$ cat src/rtl/sbq_pkg.sv
package sbq_pkg;

  localparam int PKG_SMP_W  = 16;
  localparam int PKG_COEF_W = 18;
  localparam int PKG_FRAC   = 16;
  localparam int NCH        = 2;
  localparam int NTAP       = 5;

  typedef enum logic [1:0] {
    MODE_PASS = 2'd0,
    MODE_LOW  = 2'd1,
    MODE_BAND = 2'd2,
    MODE_HIGH = 2'd3
  } resp_e;

  // tap order: current input, two past inputs, two past outputs
  typedef enum logic [2:0] {
    TAP_X0 = 3'd0,
    TAP_X1 = 3'd1,
    TAP_X2 = 3'd2,
    TAP_Y1 = 3'd3,
    TAP_Y2 = 3'd4
  } tap_e;

  // Feedback taps are stored already negated so every term is added.
  function automatic int coef_of(resp_e m, tap_e t);
    int v;
    v = 0;
    case (m)
      MODE_PASS: v = (t == TAP_X0) ? 65536 : 0;
      MODE_LOW: begin
        case (t)
          TAP_X0:  v = 67;
          TAP_X1:  v = 134;
          TAP_X2:  v = 67;
          TAP_Y1:  v = 125010;
          TAP_Y2:  v = -59742;
          default: v = 0;
        endcase
      end
      MODE_BAND: begin
        case (t)
          TAP_X0:  v = 5844;
          TAP_X1:  v = 0;
          TAP_X2:  v = -5844;
          TAP_Y1:  v = 118363;
          TAP_Y2:  v = -53849;
          default: v = 0;
        endcase
      end
      MODE_HIGH: begin
        case (t)
          TAP_X0:  v = 62572;
          TAP_X1:  v = -125144;
          TAP_X2:  v = 62572;
          TAP_Y1:  v = 125010;
          TAP_Y2:  v = -59742;
          default: v = 0;
        endcase
      end
      default: v = 0;
    endcase
    return v;
  endfunction

  // Power-of-two prescale exponent per response; nonzero only when a tap
  // magnitude would reach 2.0 in the stored format.
  function automatic int unsigned shift_of(resp_e m);
    case (m)
      MODE_PASS: return 0;
      MODE_LOW:  return 0;
      MODE_BAND: return 0;
      default:   return 0;
    endcase
  endfunction

endpackage

$ cat src/rtl/sbq_sequencer.sv
module sbq_sequencer #(
  parameter int NCH  = 2,
  parameter int NTAP = 5
) (
  input  logic                       clk,
  input  logic                       rst,
  input  logic                       stb,
  output logic                       busy,
  output logic                       accept,
  output logic                       mac_en,
  output logic                       first,
  output logic                       fin,
  output logic                       done,
  output logic [$clog2(NCH+1)-1:0]   ch,
  output logic [$clog2(NTAP)-1:0]    tap
);

  localparam int CNT_W = $clog2(NCH+1);
  localparam int TAP_W = $clog2(NTAP);
  localparam logic [CNT_W-1:0] LAST_CH  = CNT_W'(NCH);
  localparam logic [TAP_W-1:0] LAST_TAP = TAP_W'(NTAP-1);

  assign accept = stb && !busy;
  assign mac_en = busy && (ch != LAST_CH);
  assign first  = mac_en && (tap == '0);
  assign fin    = busy && (tap == '0) && (ch != '0);
  assign done   = busy && (ch == LAST_CH);

  always_ff @(posedge clk) begin
    if (rst) begin
      busy <= 1'b0;
      ch   <= '0;
      tap  <= '0;
    end else if (accept) begin
      busy <= 1'b1;
      ch   <= '0;
      tap  <= '0;
    end else if (busy) begin
      if (ch == LAST_CH) begin
        busy <= 1'b0;
      end else if (tap == LAST_TAP) begin
        tap <= '0;
        ch  <= ch + 1'b1;
      end else begin
        tap <= tap + 1'b1;
      end
    end
  end

endmodule

$ cat src/rtl/sbq_mac.sv
module sbq_mac #(
  parameter int A_W   = 16,
  parameter int B_W   = 18,
  parameter int ACC_W = 38
) (
  input  logic                    clk,
  input  logic                    rst,
  input  logic                    en,
  input  logic                    first,
  input  logic signed [A_W-1:0]   a,
  input  logic signed [B_W-1:0]   b,
  output logic signed [ACC_W-1:0] acc
);

  localparam int P_W = A_W + B_W;

  logic signed [P_W-1:0]   prod;
  logic signed [ACC_W-1:0] prod_ext;

  assign prod     = a * b;
  assign prod_ext = {{(ACC_W-P_W){prod[P_W-1]}}, prod};

  always_ff @(posedge clk) begin
    if (rst) begin
      acc <= '0;
    end else if (en) begin
      acc <= (first ? '0 : acc) + prod_ext;
    end
  end

endmodule

$ cat src/rtl/sbq_history.sv
module sbq_history #(
  parameter int SMP_W = 16
) (
  input  logic                    clk,
  input  logic                    rst,
  input  logic                    clear,
  input  logic                    push,
  input  logic signed [SMP_W-1:0] x_in,
  input  logic signed [SMP_W-1:0] y_in,
  output logic signed [SMP_W-1:0] x1,
  output logic signed [SMP_W-1:0] x2,
  output logic signed [SMP_W-1:0] y1,
  output logic signed [SMP_W-1:0] y2
);

  always_ff @(posedge clk) begin
    if (rst || clear) begin
      x1 <= '0;
      x2 <= '0;
      y1 <= '0;
      y2 <= '0;
    end else if (push) begin
      x1 <= x_in;
      x2 <= x1;
      y1 <= y_in;
      y2 <= y1;
    end
  end

endmodule

$ cat src/rtl/stereo_biquad.sv
module stereo_biquad
  import sbq_pkg::*;
#(
  parameter int SMP_W     = PKG_SMP_W,
  parameter int COEF_W    = PKG_COEF_W,
  parameter int COEF_FRAC = PKG_FRAC,
  parameter int GUARD_W   = 4
) (
  input  logic                    clk,
  input  logic                    rst,
  input  logic                    smp_stb,
  input  logic signed [SMP_W-1:0] in_l,
  input  logic signed [SMP_W-1:0] in_r,
  input  logic [1:0]              sel_l,
  input  logic [1:0]              sel_r,
  output logic signed [SMP_W-1:0] out_l,
  output logic signed [SMP_W-1:0] out_r,
  output logic                    out_valid
);

  localparam int ACC_W = SMP_W + COEF_W + GUARD_W;
  localparam int CNT_W = $clog2(NCH+1);
  localparam int TAP_W = $clog2(NTAP);
  localparam int CH_W  = (NCH > 1) ? $clog2(NCH) : 1;
  localparam logic signed [ACC_W-1:0] YMAX = ACC_W'(2**(SMP_W-1) - 1);
  localparam logic signed [ACC_W-1:0] YMIN = -(ACC_W'(2**(SMP_W-1)));

  // channel-indexed views of the ports
  logic signed [SMP_W-1:0] in_v  [NCH];
  logic [1:0]              sel_v [NCH];

  always_comb begin
    in_v[0]  = in_l;
    in_v[1]  = in_r;
    sel_v[0] = sel_l;
    sel_v[1] = sel_r;
  end

  // sequencer
  logic             seq_busy, seq_accept, seq_mac_en, seq_first;
  logic             seq_fin, seq_done;
  logic [CNT_W-1:0] seq_ch;
  logic [TAP_W-1:0] seq_tap;

  sbq_sequencer #(.NCH(NCH), .NTAP(NTAP)) i_seq (
    .clk    (clk),
    .rst    (rst),
    .stb    (smp_stb),
    .busy   (seq_busy),
    .accept (seq_accept),
    .mac_en (seq_mac_en),
    .first  (seq_first),
    .fin    (seq_fin),
    .done   (seq_done),
    .ch     (seq_ch),
    .tap    (seq_tap)
  );

  // per-channel state
  logic signed [SMP_W-1:0] x_cur    [NCH];
  resp_e                   mode_cur [NCH];
  logic signed [SMP_W-1:0] h_x1     [NCH];
  logic signed [SMP_W-1:0] h_x2     [NCH];
  logic signed [SMP_W-1:0] h_y1     [NCH];
  logic signed [SMP_W-1:0] h_y2     [NCH];
  logic signed [SMP_W-1:0] y_next   [NCH];

  logic signed [ACC_W-1:0] acc;
  logic signed [SMP_W-1:0] y_round;
  logic [CH_W-1:0]         mch;
  logic [CH_W-1:0]         fch;
  logic [CNT_W-1:0]        fin_full;

  // operand selection for the shared multiplier
  logic signed [SMP_W-1:0]  op_s;
  logic signed [COEF_W-1:0] op_c;

  always_comb begin
    mch = seq_ch[CH_W-1:0];
    case (tap_e'(seq_tap))
      TAP_X0:  op_s = x_cur[mch];
      TAP_X1:  op_s = h_x1[mch];
      TAP_X2:  op_s = h_x2[mch];
      TAP_Y1:  op_s = h_y1[mch];
      TAP_Y2:  op_s = h_y2[mch];
      default: op_s = '0;
    endcase
    op_c = COEF_W'(coef_of(mode_cur[mch], tap_e'(seq_tap)));
  end

  sbq_mac #(.A_W(SMP_W), .B_W(COEF_W), .ACC_W(ACC_W)) i_mac (
    .clk   (clk),
    .rst   (rst),
    .en    (seq_mac_en),
    .first (seq_first),
    .a     (op_s),
    .b     (op_c),
    .acc   (acc)
  );

  // rounding, prescale compensation and saturation of a finished channel
  int unsigned             sh;
  logic signed [ACC_W-1:0] half;
  logic signed [ACC_W-1:0] biased;
  logic signed [ACC_W-1:0] rnd;

  always_comb begin
    fin_full = seq_ch - 1'b1;
    fch      = fin_full[CH_W-1:0];
    sh       = shift_of(mode_cur[fch]);
    half     = ACC_W'(1) << (COEF_FRAC + sh - 1);
    biased   = acc + half;
    rnd      = biased >>> (COEF_FRAC + sh);
    if (rnd > YMAX) begin
      y_round = YMAX[SMP_W-1:0];
    end else if (rnd < YMIN) begin
      y_round = YMIN[SMP_W-1:0];
    end else begin
      y_round = rnd[SMP_W-1:0];
    end
  end

  for (genvar c = 0; c < NCH; c++) begin : g_ch
    logic signed [SMP_W-1:0] x_q;
    resp_e                   mode_q;
    logic signed [SMP_W-1:0] y_hold;
    logic                    clr;
    logic                    push;

    assign clr  = seq_accept && (resp_e'(sel_v[c]) != mode_q);
    assign push = seq_fin && (fch == CH_W'(c));

    always_ff @(posedge clk) begin
      if (rst) begin
        x_q    <= '0;
        mode_q <= MODE_PASS;
      end else if (seq_accept) begin
        x_q    <= in_v[c];
        mode_q <= resp_e'(sel_v[c]);
      end
    end

    always_ff @(posedge clk) begin
      if (rst) begin
        y_hold <= '0;
      end else if (push) begin
        y_hold <= y_round;
      end
    end

    sbq_history #(.SMP_W(SMP_W)) i_hist (
      .clk   (clk),
      .rst   (rst),
      .clear (clr),
      .push  (push),
      .x_in  (x_q),
      .y_in  (y_round),
      .x1    (h_x1[c]),
      .x2    (h_x2[c]),
      .y1    (h_y1[c]),
      .y2    (h_y2[c])
    );

    assign x_cur[c]    = x_q;
    assign mode_cur[c] = mode_q;
    assign y_next[c]   = push ? y_round : y_hold;
  end

  // registered outputs, updated together
  always_ff @(posedge clk) begin
    if (rst) begin
      out_l     <= '0;
      out_r     <= '0;
      out_valid <= 1'b0;
    end else begin
      out_valid <= seq_done;
      if (seq_done) begin
        out_l <= y_next[0];
        out_r <= y_next[1];
      end
    end
  end

endmodule

$ cat config.mk
export PLATFORM = sky130hd
export DESIGN_NAME = stereo_biquad
export DESIGN_NICKNAME = d
export VERILOG_FILES = /design/src/rtl/sbq_pkg.sv /design/src/rtl/sbq_sequencer.sv /design/src/rtl/sbq_mac.sv /design/src/rtl/sbq_history.sv /design/src/rtl/stereo_biquad.sv
export SDC_FILE = /design/constraint.sdc
export NUM_CORES = 2
export LEC_CHECK = 0
export ABC_AREA = 1
export BUFFER_PORTS_ARGS = -buffer_cell sky130_fd_sc_hd__buf_2
export CORE_UTILIZATION = 40
export CTS_BUF_LIST = sky130_fd_sc_hd__clkbuf_16
export CTS_CLUSTER_DIAMETER = 40
export CTS_CLUSTER_SIZE = 10
export DETAILED_ROUTE_END_ITERATION = 7
export GPL_TIMING_DRIVEN = 1
export HOLD_SLACK_MARGIN = 0.03
export PLACE_DENSITY_LB_ADDON = 0.05
export SYNTH_ARGS = -nofsm -noshare
export SYNTH_HDL_FRONTEND = slang
export SYNTH_SLANG_ARGS = --single-unit
$ cat constraint.sdc
create_clock -name clk -period 9.35 [get_ports clk]
set_input_delay 1.4025 -clock clk [delete_from_list [all_inputs] [get_ports clk]]
set_output_delay 1.4025 -clock clk [all_outputs]
set_load 0.01 [all_outputs]
==> Implementation_results.wiki <==
{| class="wikitable"
! Metric !! Value
|-
| Average via count per standard cell || 5.03
|-
| CTS HTree Levels || 2
|-
| Worst supply voltage drop on vdd || 0.119 mV
|-
| Global-route usage over all layers || 0.270
|-
| Min-delay worst type || flip-flop to flip-flop
|-
| I/O pins || 72
|-
| Distinct cell type count of the synthesized netlist || 54
|-
| Largest net degree at the start of global routing || 97
|-
| Vias in the first global route || 22,831
|-
| Crit share post-route || 0.953
|-
| Later-pin clock latency in the skew report || 0.61 ns
|-
| Most frequent cell after synthesis || inv_1
|-
| Sum of routed wire length over all layers || 87.0 mm
|-
| Core region area || 0.0632 mm²
|-
| Top cell family by delay on the critical path || adder cells
|-
| Slowest cell on crit path || fa_1
|-
| Kind of critical path || flip-flop to flip-flop
|-
| Final cell count without fillers || 4,589
|-
| Post-synthesis instance total || 3,491
|-
| Peak fanout along the critical path || 11
|-
| Clock tree from TritonCTS || yes
|-
| Post-Place Setup Slack || -0.136 ns
|-
| P per Cell Area || 152 mW/mm²
|-
| Fin util || 0.481
|-
| Synthesized area per cell || 7.34 µm²
|-
| Sum of internal, switching and leakage power || 4.62 mW
|-
| Leading post-synthesis cells by instance count || inv_1 (771), nand2_1 (527), nor2_1 (429)
|-
| Combinational share of power || 0.335
|-
| Final number of setup-violating endpoints || 0
|-
| Clock transition at the registers of the reported paths || 0.05 ns
|-
| Part of the Yosys area used for sequential elements || 0.213
|-
| Hold Fails Final Rpt || 0
|-
| Asr flop ratio synth || 0
|-
| Area of the mapped netlist || 0.0256 mm²
|-
| Hold bufs inserted after CTS || 0
|-
| Post-synthesis net count || 3,956
|-
| FF/Latch Area || 0.00547 mm²
|-
| Detailed Routing Iterations Pass 1 || 5
|-
| Post-DP HPWL || 70.0 mm
|-
| Detailed-route via count || 23,101
|-
| Power spent charging and discharging nets || 1.68 mW
|-
| Synth-to-layout area growth || 18.7%
|-
| First-pass GRT wire length || 133 mm
|-
| Die Width || 255 µm
|-
| Iteration-0 DRC count of the detailed router || 1,444
|-
| Startpoint kind of the worst setup timing path || flip-flop
|-
| Switching share of power || 0.365
|-
| Die outline height || 255 µm
|-
| Root buffer selected by CTS || clkbuf_16
|-
| Max-cap viol count || 0
|-
| Initial antenna violation count || 0
|-
| Int Power || 2.93 mW
|-
| Effective utilization at floorplan || 0.406
|-
| Kind of end point of the critical path || flip-flop
|-
| Dominant register cell in the synthesized netlist || dfxtp_1
|-
| Post-detailed-route wirelength per cell || 19.0 µm
|-
| Minimum clock period || 8.91 ns
|-
| Ratio of cells with drive above 1 in the final layout || 0.153
|-
| Area leader, netlist || fa_1
|-
| Tightest slew margin relative to the limit || 0.339
|-
| Placed standard-cell area || 0.0281 mm²
|-
| Count of nets after finishing || 4,167
|-
| Number of rows in the core area || 92
|-
| Worst hold slack after final layout || 0.464 ns
|-
| CP peak stage delay || 0.55 ns
|-
| Fillcell total || 6,424
|-
| Number of clock sinks seen by CTS || 273
|-
| Warnings from Yosys || 0
|-
| Overflow after GRT || 0
|-
| Combined buffer and inverter count along the critical path || 9
|-
| Number of antenna diodes || 0
|-
| TNS Setup || 0 ns
|-
| Inst Count DP || 4,474
|-
| Full die area || 0.0651 mm²
|-
| Outcome || finished clean
|-
| Max-slew violation count || 0
|-
| I/O Buffers || 71
|-
| Final Instance Area || 0.0304 mm²
|-
| Routability-driven placement congestion ratio || 0.939
|-
| Area used by multi-input combinational logic || 0.0171 mm²
|-
| Min setup slack post-route || 0.437 ns
|-
| Static power due to leakage || 15.2 nW
|-
| Worst-case clock buffer depth || 3
|-
| Maximum achievable frequency || 112 MHz
|-
| Largest cells by area after synthesis || fa_1 (23%), dfxtp_1 (21%), inv_1 (11%)
|-
| Most frequent cell on the critical path || fa_1
|-
| Worst-case clock skew || 0.0535 ns
|-
| Sequential Power Share || 0.267
|-
| Slew at the pin closest to its max-slew limit || 0.992 ns
|-
| Number of buffers inserted during clock tree synthesis || 53
|-
| Post-DRT Antenna Nets || 0
|-
| Data required time at the worst endpoint || 9.83 ns
|-
| Post-synthesis register bit count || 273
|-
| Count of unresolved DRC violations after routing || 0
|-
| Count of flip-flops with a built-in enable after synthesis || 0
|-
| Critical Path AT || 9.39 ns
|-
| Clock network fraction of total power || 0.399
|-
| Yosys top cell area share || 0.227
|}
==> final timing paths <==
check | startpoint | endpoint | slack, ns | cells past startpoint
min reg2reg | i_mac.acc[1]$_SDFFE_PP0P_ | i_mac.acc[1]$_SDFFE_PP0P_ | 0.46 | 2
max | i_seq.tap[0]$_SDFFE_PP0P_ | i_mac.acc[35]$_SDFFE_PP0P_ | 0.44 | 44
min | i_mac.acc[1]$_SDFFE_PP0P_ | i_mac.acc[1]$_SDFFE_PP0P_ | 0.46 | 2
max reg2reg | i_seq.tap[0]$_SDFFE_PP0P_ | i_mac.acc[35]$_SDFFE_PP0P_ | 0.44 | 44
==> power groups by stage <==
stage	Clock [mW]	Sequential [mW]	Combinational, mW
finish	1.84	1.23	1.55
global route	1.93	1.23	1.71
CTS	1.87	1.23	1.49
detailed placement	0	1.25	1.48
global placement	0	1.25	1.47
floorplan	0	1.24	0.922
==> cells in the final DEF (no fill, tap or decap), types with 54 or more instances in the layout <==
cell / n
ha_1: 127
nor2_1: 408
fa_1: 283
buf_2: 71
inv_1: 765
nand2_1: 509
buf_4: 190
o21ai_0: 230
nand3_1: 54
a21oi_1: 279
dfxtp_1: 272
==> final cells by class <==
cell class | instances | share of cell area
multi-input cells | 2298 | 0.561
flip-flops and latches | 273 | 0.180
inverters | 793 | 0.0985
repair buffers | 281 | 0.0683
clock buffers | 53 | 0.0436
well taps | 846 | 0.0348
clock inverters | 43 | 0.0134
repair inverters | 2 | 0.000493
==> layer usage <==
layer | global-route usage | routed length (µm)
met5 | 0 | 0
met4 | 0.0936 | 3120
met3 | 0.0301 | 3720
met2 | 0.481 | 43800
met1 | 0.337 | 36400
==> state kept, by name (all words and copies together), names as in the netlist, 16 cells and up <==
| register | count |
|---|---|
| out_l | 16 |
| i_mac.acc | 38 |
| g_ch.i_hist.x1 | 32 |
| g_ch.i_hist.y2 | 32 |
| g_ch.y_hold | 32 |
| g_ch.i_hist.x2 | 32 |
| g_ch.x_q | 32 |
| out_r | 16 |
| g_ch.i_hist.y1 | 32 |
==> cell families after synthesis <==
group           Yosys count  synth area share
flops                   273             0.213
xor+xnor                 73            0.0252
simple gates           1129             0.188
fa+ha+maj               426             0.293
compound gates          670             0.143
buf+inv                 920             0.137
==> timing repair <==
item | 4_1_cts | 5_1_grt
endpoints found under the setup margin | 9 | 19
buffers inserted | 0 | 17
gates resized for setup | 5 | 132
cloned | 0 | 2
pin swaps | 0 | 34
==> worst register-to-register path, delay by kind of cell (launching register included) <==
kind / cells / cell delay, ns
DFF: 1 / 0.30
and+or+nand+nor: 15 / 1.84
xor gates and xnor gates: 2 / 0.26
buffers and inverters: 9 / 1.05
adders and majority gates: 9 / 3.88
AOI/OAI and AO/OA: 9 / 1.44
Note: power is estimated with default switching activity, not from simulation.
